$ cat src/rtl/tod_pkg.sv
package tod_pkg;
   localparam int unsigned NDIG = 6;

   typedef enum logic [1:0] {
      CMD_IDLE  = 2'd0,
      CMD_WRITE = 2'd1,
      CMD_STEP  = 2'd2,
      CMD_RSVD  = 2'd3
   } host_cmd_e;

   // tens of seconds and tens of minutes are base 6, all else base 10
   function automatic int unsigned digit_mod(input int unsigned k);
      return (k == 1 || k == 3) ? 6 : 10;
   endfunction
endpackage

$ cat src/rtl/tod_digit_cell.sv
module tod_digit_cell #(
   parameter int unsigned DW  = 4,
   parameter int unsigned MOD = 10
) (
   input  logic [DW-1:0] cur_i,
   input  logic          inc_i,
   input  logic          clr_i,
   input  logic          hit_i,
   input  logic [1:0]    cmd_i,
   input  logic [DW-1:0] wdata_i,
   output logic [DW-1:0] nxt_o,
   output logic          cout_o
);
   import tod_pkg::*;

   localparam logic [DW-1:0] TOP = DW'(MOD - 1);
   localparam logic [DW-1:0] LIM = DW'(MOD);

   logic          at_top;
   logic [DW-1:0] stepped;
   logic [DW-1:0] tick_val;
   logic [DW-1:0] host_val;

   assign at_top  = (cur_i == TOP);
   assign stepped = at_top ? '0 : cur_i + 1'b1;
   assign cout_o  = inc_i & at_top;

   always_comb begin
      if (clr_i)      tick_val = '0;
      else if (inc_i) tick_val = stepped;
      else            tick_val = cur_i;
   end

   always_comb begin
      unique case (host_cmd_e'(cmd_i))
         CMD_WRITE: host_val = (wdata_i < LIM) ? wdata_i : tick_val;
         CMD_STEP:  host_val = stepped;
         default:   host_val = tick_val;
      endcase
   end

   assign nxt_o = hit_i ? host_val : tick_val;
endmodule

$ cat src/rtl/tod_hour_wrap.sv
module tod_hour_wrap #(
   parameter int unsigned DW      = 4,
   parameter int unsigned MAX_HRS = 99
) (
   input  logic [2*DW-1:0] wrap_i,
   input  logic [DW-1:0]   hr_tens_i,
   input  logic [DW-1:0]   hr_units_i,
   output logic            wrap_o
);
   localparam int unsigned VW = $clog2(MAX_HRS + 2);

   logic          bcd_ok;
   logic [VW-1:0] lim;
   logic [VW-1:0] next_hr;

   assign bcd_ok = (wrap_i[2*DW-1:DW] <= DW'(9)) && (wrap_i[DW-1:0] <= DW'(9))
                   && (wrap_i != '0);

   always_comb begin
      if (bcd_ok) lim = VW'(wrap_i[2*DW-1:DW]) * VW'(10) + VW'(wrap_i[DW-1:0]);
      else        lim = VW'(MAX_HRS);
   end

   assign next_hr = VW'(hr_tens_i) * VW'(10) + VW'(hr_units_i) + VW'(1);
   assign wrap_o  = (next_hr >= lim);
endmodule

$ cat src/rtl/tod_accum.sv
module tod_accum #(
   parameter int unsigned DW = 4
) (
   input  logic                          clk,
   input  logic                          rst_n,
   input  logic                          tick_i,
   input  logic [$clog2(tod_pkg::NDIG)-1:0] sel_i,
   input  logic [1:0]                    cmd_i,
   input  logic [DW-1:0]                 wdata_i,
   input  logic [2*DW-1:0]               wrap_i,
   output logic [tod_pkg::NDIG*DW-1:0]   digits_o
);
   import tod_pkg::*;

   localparam int unsigned SEL_W   = $clog2(NDIG);
   localparam int unsigned MIN_TEN = 3;
   localparam int unsigned HR_UNI  = 4;
   localparam int unsigned HR_TEN  = 5;

   if (DW < 4) begin : g_bad_width
      $error("tod_accum: DW must hold one BCD digit");
   end

   logic [DW-1:0] q   [NDIG];
   logic [DW-1:0] nxt [NDIG];
   logic [NDIG:0] inc;
   logic [NDIG-1:0] cout;
   logic          hr_wrap;
   logic          clr_all;

   assign inc[0] = tick_i;

   tod_hour_wrap #(.DW(DW), .MAX_HRS(99)) u_wrap (
      .wrap_i     (wrap_i),
      .hr_tens_i  (q[HR_TEN]),
      .hr_units_i (q[HR_UNI]),
      .wrap_o     (hr_wrap)
   );

   // carry out of minutes tens only occurs on a tick at xx:59:59
   assign clr_all = cout[MIN_TEN] & hr_wrap;

   for (genvar k = 0; k < NDIG; k++) begin : g_dig
      tod_digit_cell #(.DW(DW), .MOD(digit_mod(k))) u_cell (
         .cur_i   (q[k]),
         .inc_i   (inc[k]),
         .clr_i   (clr_all),
         .hit_i   (sel_i == SEL_W'(k)),
         .cmd_i   (cmd_i),
         .wdata_i (wdata_i),
         .nxt_o   (nxt[k]),
         .cout_o  (cout[k])
      );
      assign inc[k+1] = cout[k];

      always_ff @(posedge clk or negedge rst_n) begin
         if (!rst_n) q[k] <= '0;
         else        q[k] <= nxt[k];
      end

      assign digits_o[k*DW +: DW] = q[k];
   end
endmodule

$ cat config.mk
export PLATFORM = sky130hd
export DESIGN_NAME = tod_accum
export DESIGN_NICKNAME = d
export VERILOG_FILES = /design/src/rtl/tod_pkg.sv /design/src/rtl/tod_digit_cell.sv /design/src/rtl/tod_hour_wrap.sv /design/src/rtl/tod_accum.sv
export SDC_FILE = /design/constraint.sdc
export NUM_CORES = 1
export LEC_CHECK = 0
export BUFFER_PORTS_ARGS = -buffer_cell sky130_fd_sc_hd__buf_2
export CAP_MARGIN = 10
export CELL_PAD_IN_SITES_DETAIL_PLACEMENT = 1
export CELL_PAD_IN_SITES_GLOBAL_PLACEMENT = 2
export CORE_MARGIN = 2
export CORE_UTILIZATION = 35
export CTS_BUF_LIST = sky130_fd_sc_hd__clkbuf_2 sky130_fd_sc_hd__clkbuf_4 sky130_fd_sc_hd__clkbuf_8
export DETAILED_ROUTE_END_ITERATION = 10
export PLACE_DENSITY = 0.92
export SLEW_MARGIN = 5
export SYNTH_ARGS = -nofsm -noshare
export SYNTH_HDL_FRONTEND = slang
export SYNTH_SLANG_ARGS = --single-unit
$ cat constraint.sdc
create_clock -name clk -period 3.45 [get_ports clk]
set_clock_uncertainty 0.05 [all_clocks]
set_input_delay 0.69 -clock clk [delete_from_list [all_inputs] [get_ports clk]]
set_output_delay 0.69 -clock clk [all_outputs]
set_load 0.01 [all_outputs]
==> flow_summary_export.csv, run 1 <==
group,metric,value,unit
run_status,outcome,"finished with violations",
cts,clkSlewWorstSetupHoldPaths,0.09,ns
cells_and_area,area_growth,25.1,%
sta,fin_ws,-0.0642,ns
route,postRouteAntennaNets,0,
yosys,ys.flop_type,"dfrtp_1",
cells_and_area,nets,446,
yosys,postSynthAreaPerCell,8.33,um2
yosys,syn_nets,382,
worst_setup_path,critPathTopFamily,"adder cells",
cells_and_area,n_antenna_cell,0,
cts,cts_buffer_depth,2,
cells_and_area,drive_above_1_share,0.240,
cts,cts_tree,"built",
cells_and_area,utilization,0.446,
yosys,syn-cell-area,2710,um2
placed_design,dpl_cell_area,3190,um2
route,viasPerCell,5.56,
sta,max_slew.worst_pin.slew,0.773,ns
global_routing,grt_max_degree,25,
yosys,ys_ff_latch,24,
placed_design,io_buffers,43,
run_status,violations,"setup timing",
cts,numCtsBuffers,3,
route,drtPass1Iterations,4,
floorplan,initial_utilization,0.356,
run,maxCapViolations,0,
sta,finalHoldViolCount,0,
cts,cts_sinks,24,
worst_setup_path,slowest_stage,"fa_1",
floorplan,rows,32,
yosys,synth.area.top_cells,"dfrtp_1, ha_1, xnor2_1",
yosys,yosysTopAreaCell,"dfrtp_1",
yosys,synthArstFlopShare,1.00,
sta,min_period_over_period,1.02,
floorplan,die_x,92.0,um
route,drt_wl_total,8490,um
global_routing,grt_usage,0.206,
global_routing,grt_overflow,0,
worst_setup_path,cp_slowest_stage_delay,0.52,ns
power,power.density,515,nW/um2
yosys,synth_top_area_share,0.222,
worst_setup_path,crit_top_cell,"ha_4",
yosys,synth_edf_count,0,
placed_design,gp_congestion,0.906,
yosys,yosys_warnings,0,
global_routing,grt_first_pass_wirelength,14400,um
power,max-vdd-ir-drop,282,uV
worst_setup_path,critPathCaptureType,"flop",
floorplan,coreArea,7610,um2
route,drt_iter0_markers,108,
yosys,synth_cells,325,
route,drc,0,
sta,finalCriticalPeriod,3.51,ns
cts,cts_root_buffer,"clkbuf_8",
worst_setup_path,critical_path_required,3.60,ns
sta,setup_viol,5,
route,vias,2723,
worst_setup_path,arrival,3.66,ns
hold_path,hp-class,"in2async",
worst_setup_path,path_buf_inv,2,
sta,slew_viol_final,0,
placed_design,hpwl,6470,um
yosys,synth_cell_types,58,
cells_and_area,multi_input_area,2130,um2
cells_and_area,nFillCells,930,
sta,max_slew_margin,0.478,
worst_setup_path,worstSetupStartpointType,"input port",
cells_and_area,regArea,601,um2
cells_and_area,largest_reg_flops,24,
sta,clock.fmax,285,MHz
route,avgRoutedWirePerCell,17.3,um
global_routing,antenna_found_initial,0,
worst_setup_path,path_cells,"buf_8 -> ha_4 -> ha_4 -> fa_1 -> nand2_1 -> nor2_2 -> xnor2_1 -> nor2_1 -> ha_1 -> and3_4 -> a221o_1 -> a31oi_4 -> buf_4 -> o22ai_1 -> o21ai_0",
worst_setup_path,path_class,"in2reg",
power,p_leak,1.60,nW
floorplan,die-area,8460,um2
cts,htree_levels,1,
worst_setup_path,crit_path_max_fanout,4,
yosys,seq_area_frac_synth,0.222,
cts,clkLatencyLatePin,0.28,ns
floorplan,num_io_pins,44,
sta,fin_hold_ws,0.345,ns
placed_design,post-place-ws,-0.443,ns
global_routing,grt_pass1_vias,2873,
sta,grt_setup_unrepaired,"true",
cells_and_area,fin_area,3390,um2
floorplan,die_h,92.0,um
cts,postCtsHoldBufs,0,
[layout by cell type, fill, tap and decap left out, types with 3 or more instances in the layout]
| cell | instances |
|---|---|
| nand2_1 | 28 |
| mux2i_1 | 5 |
| o21a_1 | 3 |
| clkbuf_8 | 3 |
| a31oi_1 | 3 |
| nor2b_1 | 6 |
| and3_1 | 4 |
| nor3_1 | 7 |
| o22ai_2 | 3 |
| nand2b_1 | 5 |
| fa_1 | 4 |
| nand3_1 | 10 |
| xor2_1 | 3 |
| nor2_1 | 26 |
| buf_6 | 3 |
| o21ai_1 | 5 |
| a21o_1 | 9 |
| buf_2 | 41 |
| xnor2_1 | 15 |
| ha_1 | 30 |
| and2_1 | 4 |
| nor3b_1 | 4 |
| o21ai_0 | 19 |
| buf_4 | 21 |
| a21oi_1 | 23 |
| o22ai_1 | 14 |
| inv_1 | 14 |
| and3b_1 | 5 |
| nand3b_1 | 3 |
| dfrtp_1 | 24 |
[final timing paths]
path                                   startpoint                endpoint  slack (ns)  depth (start not counted)
max                                     wrap_i[7]  digits_o[21]$_DFF_PN0_       -0.06                         15
min                                         rst_n  digits_o[11]$_DFF_PN0_        0.35                          1
max reg2reg                digits_o[20]$_DFF_PN0_  digits_o[21]$_DFF_PN0_        0.06                         13
min reg2reg                digits_o[15]$_DFF_PN0_  digits_o[15]$_DFF_PN0_        0.51                          1
max in group asynchronous                   rst_n   digits_o[3]$_DFF_PN0_        2.63                          1
min in group clk           digits_o[15]$_DFF_PN0_  digits_o[15]$_DFF_PN0_        0.51                          1
[report_power, final]
group	total, W	internal (W)	switching, W
Sequential	0.000490	0.000358	0.000133
Combinational	0.000997	0.000477	0.000519
Clock	0.000259	0.000155	0.000103
[stage by stage]
| stage | setup TNS (ns) | power, W | cells |
|---|---|---|---|
| after floorplan | 0 | 0.00108 | 325 |
| after global placement | -2.05 | 0.00139 | 482 |
| after detailed placement | -3.33 | 0.00144 | 482 |
| after CTS | -0.0314 | 0.00173 | 490 |
| after global routing | -1.09 | 0.00190 | 490 |
| final | -0.230 | 0.00175 | 490 |
[synth_stat cells (6+ instances only)]
cell type,instances
a21o_1,9
a21oi_1,24
dfrtp_1,24
ha_1,33
inv_1,14
nand2_1,28
nand3_1,10
nor2_1,27
nor2b_1,6
nor3_1,7
o21ai_0,23
o22ai_1,17
xnor2_1,15
[routing by layer]
metal / GRT usage / part of all wire
met1: 0.269 / 0.45
met2: 0.371 / 0.52
met3: 0.0230 / 0.026
met4: 0.0348 / 0.0080
met5: 0 / 0
[kinds of logic after synthesis]
logic type / count (synthesis) / share of synthesized area
AO/OA/AOI/OAI: 102 / 0.242
flip-flops: 24 / 0.222
AND/OR/NAND/NOR: 118 / 0.246
adder cells (fa/ha/maj): 37 / 0.182
XOR/XNOR: 18 / 0.0582
multiplexers: 5 / 0.0185
buffers and inverters: 21 / 0.0309
[final cells by class]
type | count | area share
clock buffer | 3 | 0.0122
inverter | 14 | 0.0155
clock inverter | 1 | 0.00886
sequential | 24 | 0.177
tap | 102 | 0.0377
timing repair buffer | 66 | 0.121
multi-input combinational | 280 | 0.627
[repair_timing]
action,4_1_cts,5_1_grt
endpoints found under the hold margin,0,0
resized for setup,4,19
setup buffers,4,2
pin swaps,3,18
setup endpoints to repair,8,11
[worst register-to-register path: cells and delay by family (launching register included)]
family / cells / cell delay, ns
simple gates: 3 / 0.33
compound gates: 4 / 0.90
xor+xnor: 1 / 0.14
buf+inv: 1 / 0.17
fa+ha+maj: 4 / 1.24
flops: 1 / 0.50
No activity file was read; power rests on OpenSTA's default activity.
==> inputs of run 2 (changes only) <==
Settings changed: CORE_UTILIZATION 35 to 32, PLACE_DENSITY 0.92 to 0.89, RECOVER_POWER from default to 25.
Clock period 3.45 ns to 3.2 ns, I/O delays scaled along.
==> flow_summary_export.csv, run 2 (synthesized netlist as in run 1, its figures left out) <==
group,metric,value,unit
run_status,outcome,"finished with violations",
run_status,violations,"setup timing",
cells_and_area,fin_area,3450,um2
worst_setup_path,reg2reg_depth,13,
power,power.density,550,nW/um2
global_routing,grt_usage,0.191,
floorplan,coreArea,8220,um2
cts,postCtsHoldBufs,0,
worst_setup_path,critical_path_required,3.37,ns
cts,cts_root_buffer,"clkbuf_8",
worst_setup_path,critPathCaptureType,"flop",
route,drt_wl_total,8470,um
worst_setup_path,reg2reg_slack,-0.10,ns
cts,htree_levels,1,
cells_and_area,n_antenna_cell,0,
floorplan,die_x,96.0,um
sta,fin_ws,-0.147,ns
sta,max_slew_margin,0.0301,
power,max-vdd-ir-drop,258,uV
route,viasPerCell,5.58,
cts,cts_buffer_depth,2,
floorplan,die-area,9220,um2
placed_design,dpl_cell_area,3270,um2
global_routing,grt_max_degree,25,
cts,clkSlewWorstSetupHoldPaths,0.10,ns
cts,cts_tree,"built",
placed_design,gp_congestion,0.813,
route,drt_iter0_markers,96,
cts,numCtsBuffers,3,
worst_setup_path,crit_path_max_fanout,6,
cells_and_area,area_growth,27.3,%
run,maxCapViolations,0,
cells_and_area,drive_above_1_share,0.255,
worst_setup_path,critPathTopFamily,"adder cells",
hold_path,hp-class,"reg2reg",
route,vias,2820,
cts,clkLatencyLatePin,0.29,ns
worst_setup_path,path_class,"in2reg",
floorplan,initial_utilization,0.330,
worst_setup_path,critPathLaunch,"wrap_i[5]",
route,drc,0,
route,avgRoutedWirePerCell,16.8,um
global_routing,grt_first_pass_wirelength,14000,um
placed_design,io_buffers,43,
worst_setup_path,path_buf_inv,3,
cells_and_area,fin_cells,505,
worst_setup_path,slowest_stage,"fa_1",
floorplan,num_io_pins,44,
hold_path,min_from,"digits_o[15]$_DFF_PN0_",
route,postRouteAntennaNets,0,
placed_design,hpwl,6700,um
sta,max_slew.worst_pin.slew,1.45,ns
floorplan,rows,33,
worst_setup_path,r2r_end,"digits_o[21]$_DFF_PN0_",
global_routing,grt_pass1_vias,2877,
sta,clock.fmax,299,MHz
cells_and_area,largest_reg_flops,24,
cells_and_area,nets,458,
worst_setup_path,arrival,3.51,ns
global_routing,antenna_found_initial,0,
worst_setup_path,path_cells,"buf_8 -> ha_4 -> ha_4 -> fa_1 -> buf_4 -> xnor2_2 -> nor2_1 -> ha_1 -> a21o_1 -> a221o_1 -> a31oi_4 -> buf_4 -> o22ai_2 -> o21ai_1",
power,p_leak,1.66,nW
global_routing,grt_overflow,0,
sta,min_period_over_period,1.05,
worst_setup_path,worstSetupStartpointType,"input port",
placed_design,dp.cells,494,
cts,cts_sinks,24,
worst_setup_path,cp-endpoint,"digits_o[21]$_DFF_PN0_",
sta,slew_viol_final,0,
sta,finalHoldViolCount,0,
worst_setup_path,reg2reg_from,"digits_o[21]$_DFF_PN0_",
sta,grt_setup_unrepaired,"true",
cells_and_area,final_cell_mix,"buf_2, buf_4, ha_1, nand2_1, nor2_1",
sta,setup_tns,-1.24,ns
cells_and_area,mostFrequentLayoutCell,"buf_2",
sta,setup_viol,11,
worst_setup_path,cp_slowest_stage_delay,0.49,ns
floorplan,die_h,96.0,um
worst_setup_path,crit_cells,14,
route,drtPass1Iterations,4,
sta,finalCriticalPeriod,3.35,ns
run 2: power by group:
part / internal, W / leakage (nW) / switching (W)
Clock: 0.000168 / 0.0357 / 0.000116
Combinational: 0.000529 / 1.31 / 0.000565
Sequential: 0.000386 / 0.317 / 0.000133
run 2: timing repair:
item                                    CTS  global route
setup buffers                             3             4
endpoints found under the setup margin   11            11
pin swaps                                 7             2
resized for setup                        12             5
gates cloned                              0             0
run 2: how the worst min path moves through the flow:
stage	cells past startpoint	endpoint
finish	1	digits_o[15]$_DFF_PN0_
global route	1	digits_o[15]$_DFF_PN0_
CTS	1	digits_o[9]$_DFF_PN0_
detailed placement	1	digits_o[15]$_DFF_PN0_
global placement	1	digits_o[15]$_DFF_PN0_
floorplan	0	digits_o[0]$_DFF_PN0_
run 2: worst reg2reg max path, delay by kind of cell, from the launching register on:
family / cells / cell delay (ns)
compound gates: 4 / 0.83
xor+xnor: 1 / 0.14
fa+ha+maj: 4 / 1.30
buf+inv: 1 / 0.16
flops: 1 / 0.40
simple gates: 3 / 0.35
run 2: metrics by stage:
stage               power (W)  worst slack (ns)   util  hold WS [ns]
detailed placement    0.00157            -0.521  0.398         0.499
global route          0.00207            -0.314  0.420         0.576
floorplan             0.00117            -0.146      -         0.294
CTS                   0.00189            -0.133  0.414         0.317
global placement      0.00152            -0.427  0.398         0.496
finish                0.00190            -0.147  0.420         0.516
run 2: cell type report:
cell class	instances	area, um2
clock buffers	3	41.3
repair buffers	78	493
multi-input cells	280	2100
well taps	105	131
flip-flops and latches	24	601
inverters	14	52.6
fillers	1016	4770
clock inverters	1	30.0
run 2: layer usage:
layer	vias up	share of wire	wire, um	track usage
met2	52	0.50	4210	0.340
met3	4	0.029	248	0.0125
met5	-	0	0	0
li1	1358	-	-	-
met1	1406	0.47	3950	0.249
met4	0	0.0084	71	0.0488
==> inputs of run 3 (changes only) <==
Settings changed: CAP_MARGIN 10 to 0, CORE_ASPECT_RATIO from default to 0.6.
==> flow_summary_export.csv, run 3 (synthesized netlist as in run 1, its figures left out) <==
group,metric,value,unit
run_status,outcome,"finished with violations",
run_status,violations,"setup timing",
floorplan,num_io_pins,44,
cts,cts_root_buffer,"clkbuf_8",
cts,clkSlewWorstSetupHoldPaths,0.10,ns
cts,clkLatencyLatePin,0.27,ns
worst_setup_path,r2r_end,"digits_o[16]$_DFF_PN0_",
route,vias,2801,
run,maxCapViolations,0,
global_routing,grt_first_pass_wirelength,14600,um
hold_path,hp-class,"reg2reg",
route,drtPass1Iterations,6,
floorplan,coreArea,8040,um2
cells_and_area,utilization,0.426,
worst_setup_path,reg2reg_from,"digits_o[23]$_DFF_PN0_",
sta,finalCriticalPeriod,3.29,ns
route,wl_met3,565,um
route,maxUsedRoutingLayer,"met4",
sta,grt_setup_unrepaired,"true",
route,m1WireLength,4570,um
sta,clock.fmax,304,MHz
sta,setup_tns,-0.602,ns
global_routing,grt_usage,0.204,
sta,max_slew_margin,0.0863,
floorplan,rows,25,
cts,htree_levels,1,
worst_setup_path,crit_path_max_fanout,3,
floorplan,die_x,123,um
cts,cts_tree,"built",
floorplan,die_h,75.3,um
hold_path,worstHoldEndpoint,"digits_o[15]$_DFF_PN0_",
global_routing,grt_pass1_vias,2769,
placed_design,post-place-ws,-0.469,ns
hold_path,holdPathStages,1,
sta,fin_ws,-0.0913,ns
route,drt_wl_total,8930,um
route,drc,0,
worst_setup_path,arrival,3.43,ns
worst_setup_path,crit_top_cell,"ha_4",
cts,postCtsHoldBufs,0,
power,power.density,541,nW/um2
power,p_leak,1.63,nW
power,max-vdd-ir-drop,210,uV
sta,setup_viol,11,
route,viasPerCell,5.56,
cells_and_area,area_growth,26.3,%
cts,numCtsBuffers,3,
route,drt_iter0_markers,111,
global_routing,grt_max_degree,25,
worst_setup_path,path_cells,"buf_6 -> ha_4 -> ha_4 -> fa_1 -> buf_4 -> xnor2_1 -> nor2_1 -> ha_1 -> a21o_1 -> a221o_1 -> a31oi_4 -> a32oi_2 -> o31ai_2",
power,power.total,0.00185,W
route,wl_met2,3790,um
global_routing,grt_overflow,0,
cells_and_area,mostFrequentLayoutCell,"buf_2",
cells_and_area,largest_reg_flops,24,
cts,cts_buffer_depth,2,
worst_setup_path,path_class,"in2reg",
sta,finalHoldViolCount,0,
cells_and_area,drive_above_1_share,0.255,
floorplan,initial_utilization,0.337,
cells_and_area,n_antenna_cell,0,
worst_setup_path,critical_path_required,3.34,ns
placed_design,gp_congestion,0.850,
worst_setup_path,reg2reg_depth,12,
cells_and_area,nets,454,
worst_setup_path,reg2reg_slack,-0.08,ns
worst_setup_path,critPathCaptureType,"flop",
placed_design,io_buffers,43,
floorplan,die-area,9240,um2
global_routing,antenna_found_initial,0,
sta,slew_viol_final,0,
cells_and_area,final_cell_mix,"buf_2, buf_4, ha_1, nand2_1, nor2_1",
cts,cts_sinks,24,
route,postRouteAntennaNets,0,
sta,min_period_over_period,1.03,
worst_setup_path,cp_slowest_stage_delay,0.47,ns
sta,fin_hold_ws,0.530,ns
route,avgRoutedWirePerCell,17.7,um
hold_path,min_from,"digits_o[15]$_DFF_PN0_",
worst_setup_path,slowest_stage,"fa_1",
worst_setup_path,worstSetupStartpointType,"input port",
placed_design,hpwl,7350,um
sta,max_slew.worst_pin.slew,1.37,ns
[run 3: repair_timing]
item,CTS,global route
gates resized for setup,15,5
pin swaps,23,9
buffers inserted,2,0
endpoints found under the setup margin,11,11
[run 3: worst max path at each step]
stage	end	start	slack, ns	cells after the start
2_1_floorplan	digits_o[17]$_DFF_PN0_	wrap_i[5]	-0.15	13
3_3_place_gp	digits_o[22]$_DFF_PN0_	wrap_i[5]	-0.37	15
3_5_place_dp	digits_o[21]$_DFF_PN0_	wrap_i[5]	-0.47	15
4_1_cts	digits_o[17]$_DFF_PN0_	wrap_i[7]	-0.12	14
5_1_grt	digits_o[16]$_DFF_PN0_	wrap_i[4]	-0.27	15
6_report	digits_o[16]$_DFF_PN0_	wrap_i[7]	-0.09	13
[run 3: layer usage]
layer	GRT usage	up-vias
met4	0.0115	0
met3	0.0417	2
met2	0.306	67
li1	-	1345
met5	0	-
met1	0.314	1387
[run 3: layout make-up]
| type | count | area (um2) |
|---|---|---|
| fillers | 979 | 4620 |
| multi-input cells | 280 | 2120 |
| flip-flops and latches | 24 | 601 |
| repair buffers | 74 | 463 |
| well taps | 108 | 135 |
| clock buffers | 4 | 55.1 |
| inverters | 14 | 52.6 |
[run 3: per-stage QoR]
step,instances,cell area (um2)
after floorplan,325,2750
after global placement,498,3280
after detailed placement,498,3280
after CTS,504,3400
after global routing,504,3420
final,504,3420
[run 3: where the power goes]
part	total, W	leakage (nW)	switching, W	internal (W)
registers	0.000522	0.317	0.000136	0.000386
logic	0.00111	1.28	0.000590	0.000523
clock network	0.000217	0.0288	0.000107	0.000110
total	0.00185	1.63	0.000833	0.00102
[run 3: worst max-delay path, delay by kind of cell]
family,cells,cell delay [ns]
buffers and inverters,2,0.25
xor gates and xnor gates,1,0.15
AOI/OAI and AO/OA,5,1.16
adders and majority gates,4,1.15
and+or+nand+nor,1,0.07
